[src/rtl/stepper_pkg.sv]
// Shared constants and types for the direction-flag pointer stepper.
// Assumes a 5-bit direction code. The special code values are fixed.
package stepper_pkg;
    localparam int DIR_W = 5;

    localparam logic [DIR_W-1:0] DIR_NGEO   = 5'd27;  // first non-geometric code
    localparam logic [DIR_W-1:0] DIR_STRIDE = 5'd27;  // plain stride
    localparam logic [DIR_W-1:0] DIR_WRAP   = 5'd28;  // stride modulo M
    localparam logic [DIR_W-1:0] DIR_BLOCK  = 5'd29;  // stride inside M-sized block
    localparam logic [DIR_W-1:0] DIR_RSV    = 5'd30;  // first reserved code

    typedef enum logic [1:0] {
        GEO_LINE  = 2'd0,
        GEO_GRID  = 2'd1,
        GEO_CUBE  = 2'd2,
        GEO_SPARE = 2'd3
    } geom_e;
endpackage

[src/rtl/dir_decode.sv]
// Decodes a direction code into a unit move (dx, dy, dz) in two's complement
// and computes the opposite code. Assumes codes 27 and above are not
// geometric: they give a zero move and come back unchanged as their reverse.
module dir_decode
    import stepper_pkg::*;
(
    input  logic [DIR_W-1:0] code,
    output logic [1:0]       dx,
    output logic [1:0]       dy,
    output logic [1:0]       dz,
    output logic             is_geo,
    output logic [DIR_W-1:0] rev
);
    logic [DIR_W-1:0] layer;
    logic [DIR_W-1:0] pos;
    logic [DIR_W-1:0] rlayer;
    logic [DIR_W-1:0] rpos;

    // Split the code into its layer and its position within the 3x3 ring.
    always_comb begin
        is_geo = (code < DIR_NGEO);
        layer  = code / 5'd9;
        pos    = code % 5'd9;
    end

    // Map the ring position and the layer to signed unit offsets.
    always_comb begin
        dx = 2'b00;
        dy = 2'b00;
        dz = 2'b00;
        if (is_geo) begin
            case (pos)
                5'd1, 5'd2, 5'd8: dx = 2'b01;
                5'd4, 5'd5, 5'd6: dx = 2'b11;
                default:          dx = 2'b00;
            endcase
            case (pos)
                5'd2, 5'd3, 5'd4: dy = 2'b01;
                5'd6, 5'd7, 5'd8: dy = 2'b11;
                default:          dy = 2'b00;
            endcase
            case (layer)
                5'd1:    dz = 2'b01;
                5'd2:    dz = 2'b11;
                default: dz = 2'b00;
            endcase
        end
    end

    // Opposite direction: swap the outer layers, turn the ring by half.
    always_comb begin
        rlayer = (layer == 5'd1) ? 5'd2 : (layer == 5'd2) ? 5'd1 : 5'd0;
        rpos   = (pos == 5'd0) ? 5'd0 : (((pos + 5'd3) % 5'd8) + 5'd1);
        rev    = is_geo ? (rlayer * 5'd9 + rpos) : code;
    end
endmodule

[src/rtl/geo_step.sv]
// Applies a unit move to a pointer under the selected segment geometry.
// Assumes PTR_W = 2*GRID_W = 3*CUBE_W. Each coordinate wraps in its own field.
module geo_step
    import stepper_pkg::*;
#(
    parameter int PTR_W = 12
) (
    input  logic [PTR_W-1:0] ptr,
    input  logic [1:0]       dx,
    input  logic [1:0]       dy,
    input  logic [1:0]       dz,
    input  logic [1:0]       geom,
    output logic [PTR_W-1:0] next
);
    localparam int GRID_W = PTR_W / 2;
    localparam int CUBE_W = PTR_W / 3;

    logic [PTR_W-1:0]  lin_next;
    logic [GRID_W-1:0] gx, gy;
    logic [CUBE_W-1:0] cx, cy, cz;
    geom_e             g;

    // Per-geometry candidates; every field addition wraps in its own width.
    always_comb begin
        lin_next = ptr + {{(PTR_W-2){dx[1]}}, dx};
        gx = ptr[GRID_W-1:0]        + {{(GRID_W-2){dx[1]}}, dx};
        gy = ptr[2*GRID_W-1:GRID_W] + {{(GRID_W-2){dy[1]}}, dy};
        cx = ptr[CUBE_W-1:0]          + {{(CUBE_W-2){dx[1]}}, dx};
        cy = ptr[2*CUBE_W-1:CUBE_W]   + {{(CUBE_W-2){dy[1]}}, dy};
        cz = ptr[3*CUBE_W-1:2*CUBE_W] + {{(CUBE_W-2){dz[1]}}, dz};
    end

    // Choose the candidate for this segment's geometry.
    always_comb begin
        g = geom_e'(geom);
        case (g)
            GEO_GRID: next = {gy, gx};
            GEO_CUBE: next = {cz, cy, cx};
            default:  next = lin_next;
        endcase
    end
endmodule

[src/rtl/stride_step.sv]
// Computes the next pointer for the stride codes and flags errors for the
// reserved codes and a zero modulus. Step is signed, modulus unsigned.
// Assumes the caller uses next only when the code is 27 or above.
module stride_step
    import stepper_pkg::*;
#(
    parameter int PTR_W = 12
) (
    input  logic [PTR_W-1:0] ptr,
    input  logic [PTR_W-1:0] step,
    input  logic [PTR_W-1:0] modv,
    input  logic [DIR_W-1:0] code,
    output logic [PTR_W-1:0] next,
    output logic             err
);
    localparam int SUM_W = PTR_W + 2;

    logic [PTR_W-1:0]        mod_safe;
    logic [PTR_W-1:0]        wrap_sum;
    logic [PTR_W-1:0]        res_wrap;
    logic [PTR_W-1:0]        off;
    logic [PTR_W-1:0]        base;
    logic [PTR_W-1:0]        res_block;
    logic signed [SUM_W-1:0] inner;
    logic signed [SUM_W-1:0] rem;
    logic signed [SUM_W-1:0] mod_s;
    logic                    uses_mod;

    // Modulo arithmetic for codes 28 and 29, with a divisor that is never zero.
    always_comb begin
        mod_safe  = (modv == '0) ? {{(PTR_W-1){1'b0}}, 1'b1} : modv;
        mod_s     = $signed({2'b00, mod_safe});
        wrap_sum  = ptr + step;
        res_wrap  = wrap_sum % mod_safe;
        off       = ptr % mod_safe;
        base      = ptr - off;
        inner     = $signed({2'b00, off}) + $signed({{2{step[PTR_W-1]}}, step});
        rem       = inner % mod_s;
        if (rem < 0) begin
            rem = rem + mod_s;
        end
        res_block = base + rem[PTR_W-1:0];
    end

    // Error detection and result selection; an error keeps the pointer.
    always_comb begin
        uses_mod = (code == DIR_WRAP) || (code == DIR_BLOCK);
        err      = (code >= DIR_RSV) || (uses_mod && (modv == '0));
        if (err) begin
            next = ptr;
        end else if (code == DIR_WRAP) begin
            next = res_wrap;
        end else if (code == DIR_BLOCK) begin
            next = res_block;
        end else begin
            next = ptr + step;
        end
    end
endmodule

[src/rtl/dir_ptr_stepper.sv]
// Top of the direction-flag pointer stepper. It decodes the code, steps the
// pointer geometrically or by stride, and registers the result one cycle
// after in_valid. Assumes the inputs are stable at the sampling edge.
module dir_ptr_stepper
    import stepper_pkg::*;
#(
    parameter int PTR_W = 12
) (
    input  logic             clk,
    input  logic             rst_n,
    input  logic             in_valid,
    input  logic [PTR_W-1:0] ptr_in,
    input  logic [DIR_W-1:0] dir_in,
    input  logic [PTR_W-1:0] step_in,
    input  logic [PTR_W-1:0] mod_in,
    input  logic [1:0]       geom_in,
    output logic             out_valid,
    output logic [PTR_W-1:0] ptr_out,
    output logic [DIR_W-1:0] rev_out,
    output logic             err_out
);
    logic [1:0]       dx, dy, dz;
    logic             is_geo;
    logic [DIR_W-1:0] rev_c;
    logic [PTR_W-1:0] geo_next;
    logic [PTR_W-1:0] str_next;
    logic             str_err;
    logic [PTR_W-1:0] next_c;
    logic             err_c;

    dir_decode u_dec (
        .code   (dir_in),
        .dx     (dx),
        .dy     (dy),
        .dz     (dz),
        .is_geo (is_geo),
        .rev    (rev_c)
    );

    geo_step #(.PTR_W(PTR_W)) u_geo (
        .ptr  (ptr_in),
        .dx   (dx),
        .dy   (dy),
        .dz   (dz),
        .geom (geom_in),
        .next (geo_next)
    );

    stride_step #(.PTR_W(PTR_W)) u_str (
        .ptr  (ptr_in),
        .step (step_in),
        .modv (mod_in),
        .code (dir_in),
        .next (str_next),
        .err  (str_err)
    );

    // Pick the geometric or the stride result.
    always_comb begin
        next_c = is_geo ? geo_next : str_next;
        err_c  = is_geo ? 1'b0 : str_err;
    end

    // Output register: load on a request, otherwise hold the result.
    always_ff @(posedge clk) begin
        if (!rst_n) begin
            out_valid <= 1'b0;
            ptr_out   <= '0;
            rev_out   <= '0;
            err_out   <= 1'b0;
        end else begin
            out_valid <= in_valid;
            if (in_valid) begin
                ptr_out <= next_c;
                rev_out <= rev_c;
                err_out <= err_c;
            end
        end
    end

    // a request gives a valid result on the next cycle.
    a_r2_latency: assert property (@(posedge clk) disable iff (!rst_n)
        in_valid |=> out_valid);
    // no request means no valid result, and the outputs hold.
    a_r2_idle: assert property (@(posedge clk) disable iff (!rst_n)
        !in_valid |=> (!out_valid && $stable(ptr_out) && $stable(err_out)));
    // code 0 does not move the pointer.
    a_r3_still: assert property (@(posedge clk) disable iff (!rst_n)
        (in_valid && dir_in == 5'd0) |=> (ptr_out == $past(ptr_in)));
    // the wrap code always lands below the modulus.
    a_r8_below_mod: assert property (@(posedge clk) disable iff (!rst_n)
        (in_valid && dir_in == DIR_WRAP && mod_in != '0) |=> (ptr_out < $past(mod_in)));
    // reserved codes raise the error.
    a_r10_reserved: assert property (@(posedge clk) disable iff (!rst_n)
        (in_valid && dir_in >= DIR_RSV) |=> err_out);
    // a zero modulus on a modulus code raises the error.
    a_r10_zero_mod: assert property (@(posedge clk) disable iff (!rst_n)
        (in_valid && (dir_in == DIR_WRAP || dir_in == DIR_BLOCK) && mod_in == '0) |=> err_out);
    // geometric codes and the plain stride never report an error.
    a_r10_no_err: assert property (@(posedge clk) disable iff (!rst_n)
        (in_valid && dir_in <= DIR_STRIDE) |=> !err_out);
    // an error keeps the pointer.
    a_r10_err_hold: assert property (@(posedge clk) disable iff (!rst_n)
        in_valid |=> (!err_out || ptr_out == $past(ptr_in)));
    // the non-geometric codes come back unchanged.
    a_r11_rev_fixed: assert property (@(posedge clk) disable iff (!rst_n)
        (in_valid && dir_in >= DIR_NGEO) |=> (rev_out == $past(dir_in)));
endmodule

[config.mk]
export PLATFORM = sky130hd
export DESIGN_NAME = dir_ptr_stepper
export DESIGN_NICKNAME = d
export VERILOG_FILES = /design/src/rtl/stepper_pkg.sv /design/src/rtl/dir_decode.sv /design/src/rtl/geo_step.sv /design/src/rtl/stride_step.sv /design/src/rtl/dir_ptr_stepper.sv
export SDC_FILE = /design/constraint.sdc
export NUM_CORES = 1
export LEC_CHECK = 0
export BUFFER_PORTS_ARGS = -buffer_cell sky130_fd_sc_hd__buf_2
export CORE_MARGIN = 2
export CORE_UTILIZATION = 60
export DETAILED_ROUTE_END_ITERATION = 8
export GPL_TIMING_DRIVEN = 0
export PLACE_DENSITY = 0.82
export RECOVER_POWER = 100
export SYNTH_ARGS = -nofsm -noshare
export SYNTH_HDL_FRONTEND = slang
export SYNTH_SLANG_ARGS = --single-unit
export TNS_END_PERCENT = 5
[constraint.sdc]
create_clock -name clk -period 128.9 [get_ports clk]
set_input_delay 6.445 -clock clk [delete_from_list [all_inputs] [get_ports clk]]
set_output_delay 6.445 -clock clk [all_outputs]
set_load 0.02 [all_outputs]
==> impl_metrics.csv <==
group,metric,value,unit
status,status,"finished clean",
setup_path,rr_endpoint,"ptr_out[9]$_SDFFE_PN0P_",
setup_path,crit_fanout,10,
global_route,grt_max_degree,27,
logic_synthesis,yosysWarnings,0,
logic_synthesis,synth_edf_count,0,
timing,max_freq,0.0145,GHz
clock_tree,cts.reportedPaths.clkPinSlew,0.06,ns
setup_path,worst_setup_path_end_kind,"flop",
placed_design,io_buffer_count,62,
logic_synthesis,synth_area,19000,um2
global_route,grt-ovfl-total,0,
clock_tree,cts_tree,"yes",
clock_tree,cts_root_buffer,"clkbuf_16",
setup_path,r2r-start,"ptr_out[9]$_SDFFE_PN0P_",
global_route,grt_first_pass_wirelength,104000,um
setup_path,critPathKind,"in -> reg",
floorplan,start_util,60.5,%
timing,min_period,69.06,ns
logic_synthesis,synth_seq_cells,19,
hold_path,holdPathStages,2,
floorplan,dieArea,33100,um2
logic_synthesis,synth_cells,2705,
timing,finalSetupTns,0,ns
global_route,grt_pass1_vias,20492,
global_route,antenna_found_initial,3,
logic_synthesis,yosys.area.top_type_share,21.3,%
route,via_per_inst,6.78,
clock_tree,clkLatencyLatePin,0.25,ns
hold_path,hold_class,"reg -> reg",
timing,skew,0,ns
logic_synthesis,synth.area.top_cells,"ha_1 21%, xnor2_1 6.2%, a21oi_1 5.2%",
timing,hold_violations,0,
logic_synthesis,yosysTopAreaCell,"ha_1",
layout,area_delta_synth_final,4.78,%
setup_path,worstPathArrival,69.19,ns
clock_tree,cts_hold_buf,0,
hold_path,min_from,"err_out$_SDFFE_PN0P_",
layout,drive_gt1_share,6.27,%
clock_tree,cts_buffers,3,
logic_synthesis,yosysUniqueCellTypes,102,
route,drc,0,
layout,nets,3167,
route,first_iter_violations,2281,
placed_design,gp_congestion,0.980,
floorplan,core_area,31400,um2
logic_synthesis,synth-main-ff-cell,"dfxtp_1",
route,wl_per_cell,20.7,um
route,vias,21525,
timing,finalSetupViolations,0,
timing,relSlewSlack,11.4,%
run,drv_cap,0,
layout,fillers,2906,
timing,drv_slew,0,
setup_path,reg2reg_depth,5,
clock_tree,post_cts_resized,0,
global_route,track_usage,38.4,%
logic_synthesis,avgSynthCellArea,7.03,um2
setup_path,critPathLaunchType,"input pin",
logic_synthesis,synth_seq_area_share,2.00,%
floorplan,num_io_pins,65,
route,ant_nets,0,
timing,post-route-period-util,53.6,%
logic_synthesis,async_flop_share,0,%
clock_tree,cts_num_sinks,19,
hold_path,hold_end,"err_out$_SDFFE_PN0P_",
clock_tree,post_cts_buffers,0,
setup_path,slowest_delay,0.86,ns
floorplan,rows,65,
setup_path,cp.required,129.03,ns
placed_design,dp_hpwl,53200,um
setup_path,regToRegSetupSlack,127.60,ns
timing,rsz0062_at_grt,"no",
route,wl,65600,um
clock_tree,cts_buffer_depth,2,
route,drt-pass1-iter-count,6,
logic_synthesis,syn_nets,3097,
setup_path,crit_slowest_cell,"o21ai_0",
clock_tree,htree_levels,1,
floorplan,dieHeight,182,um
timing,worst_slew_pin_slew,1.32,ns
floorplan,die_w,182,um
[sequential cells by signal (all words and copies together), names as in the netlist]
name and flops:
out_valid 1, ptr_out 12, err_out 1, rev_out 5
[layout by cell type, fill, tap and decap left out, types with 68 or more instances in the layout]
master / instances
o21ai_0: 168
a21o_1: 78
inv_1: 148
xnor2_1: 134
nand2_1: 240
nor2_1: 263
nand3_1: 68
clkbuf_1: 85
ha_1: 324
o21a_1: 106
nor3_1: 117
a21oi_1: 198
[kinds of logic after synthesis]
| kind of cell | count (synthesis) | synth area share, % |
|---|---|---|
| compound gates | 873 | 31.0 |
| xor+xnor | 199 | 9.31 |
| fa+ha+maj | 346 | 23.6 |
| buf+inv | 228 | 4.65 |
| flops | 19 | 2.00 |
| mux | 94 | 5.35 |
| simple gates | 946 | 24.0 |
[synth_stat cells (31+ instances only)]
master,n
a21o_1,78
a21oi_1,198
clkbuf_1,57
ha_1,324
inv_1,153
mux2_2,57
mux2i_1,33
nand2_1,240
nand3_1,68
nor2_1,263
nor2b_1,44
nor3_1,117
o21a_1,106
o21ai_0,164
o21bai_1,32
or3_1,31
xnor2_1,134
xor2_1,63
[worst max-delay path, delay by kind of cell]
kind                     cells  cell delay (ns)
multiplexers                 4             1.14
AO/OA/AOI/OAI              140            31.13
AND/OR/NAND/NOR             59            12.21
adder cells (fa/ha/maj)     28             8.97
buffers and inverters       25             6.93
XOR/XNOR                    11             2.24
[worst max-delay path by stage]
stage,start,to,slack [ns],cells after the start
floorplan,mod_in[1],ptr_out[11]$_SDFFE_PN0P_,73.05,267
global placement,mod_in[1],ptr_out[11]$_SDFFE_PN0P_,64.13,265
detailed placement,mod_in[5],ptr_out[11]$_SDFFE_PN0P_,63.65,268
CTS,mod_in[5],ptr_out[11]$_SDFFE_PN0P_,63.45,268
global route,mod_in[5],ptr_out[11]$_SDFFE_PN0P_,55.06,266
finish,mod_in[5],ptr_out[11]$_SDFFE_PN0P_,59.84,267
[metrics by stage]
| step | setup slack (ns) | utilization, % | hold slack (ns) | area (um2) | cells |
|---|---|---|---|---|---|
| 3_3_place_gp | 64.13 | 63.1 | 0.462 | 19800 | 3169 |
| 3_5_place_dp | 63.65 | 63.3 | 0.474 | 19900 | 3172 |
| 5_1_grt | 55.06 | 63.4 | 0.498 | 19900 | 3176 |
| 4_1_cts | 63.45 | 63.6 | 0.484 | 20000 | 3176 |
| 6_report | 59.84 | 63.4 | 0.480 | 19900 | 3177 |
| 2_1_floorplan | 73.05 | - | 0.554 | 19000 | 2705 |
[layout make-up]
class                           instances  area [um2]  share of cell area [%]
Buffer                                 74         297                    1.49
Clock buffer                            3        75.1                   0.377
Timing Repair Buffer                   65         343                    1.72
Antenna cell                            1        2.50                  0.0126
Sequential cell                        19         380                    1.91
Multi-Input combinational cell       2458       17700                    89.0
Inverter                              154         578                    2.90
Tap cell                              402         503                    2.53
Clock inverter                          1        5.00                  0.0251
[metal layers]
| layer | GRT usage, % | wire [um] | up-vias |
|---|---|---|---|
| met5 | 0 | 23 | - |
| met4 | 14.8 | 2690 | 4 |
| met3 | 5.33 | 6500 | 190 |
| met2 | 62.0 | 28600 | 1092 |
| met1 | 51.6 | 27800 | 10078 |
| li1 | - | - | 10161 |
Power is left out: the tool's default activity adds up to more than one toggle a clock period on the data nets, which glitch-free logic cannot reach.
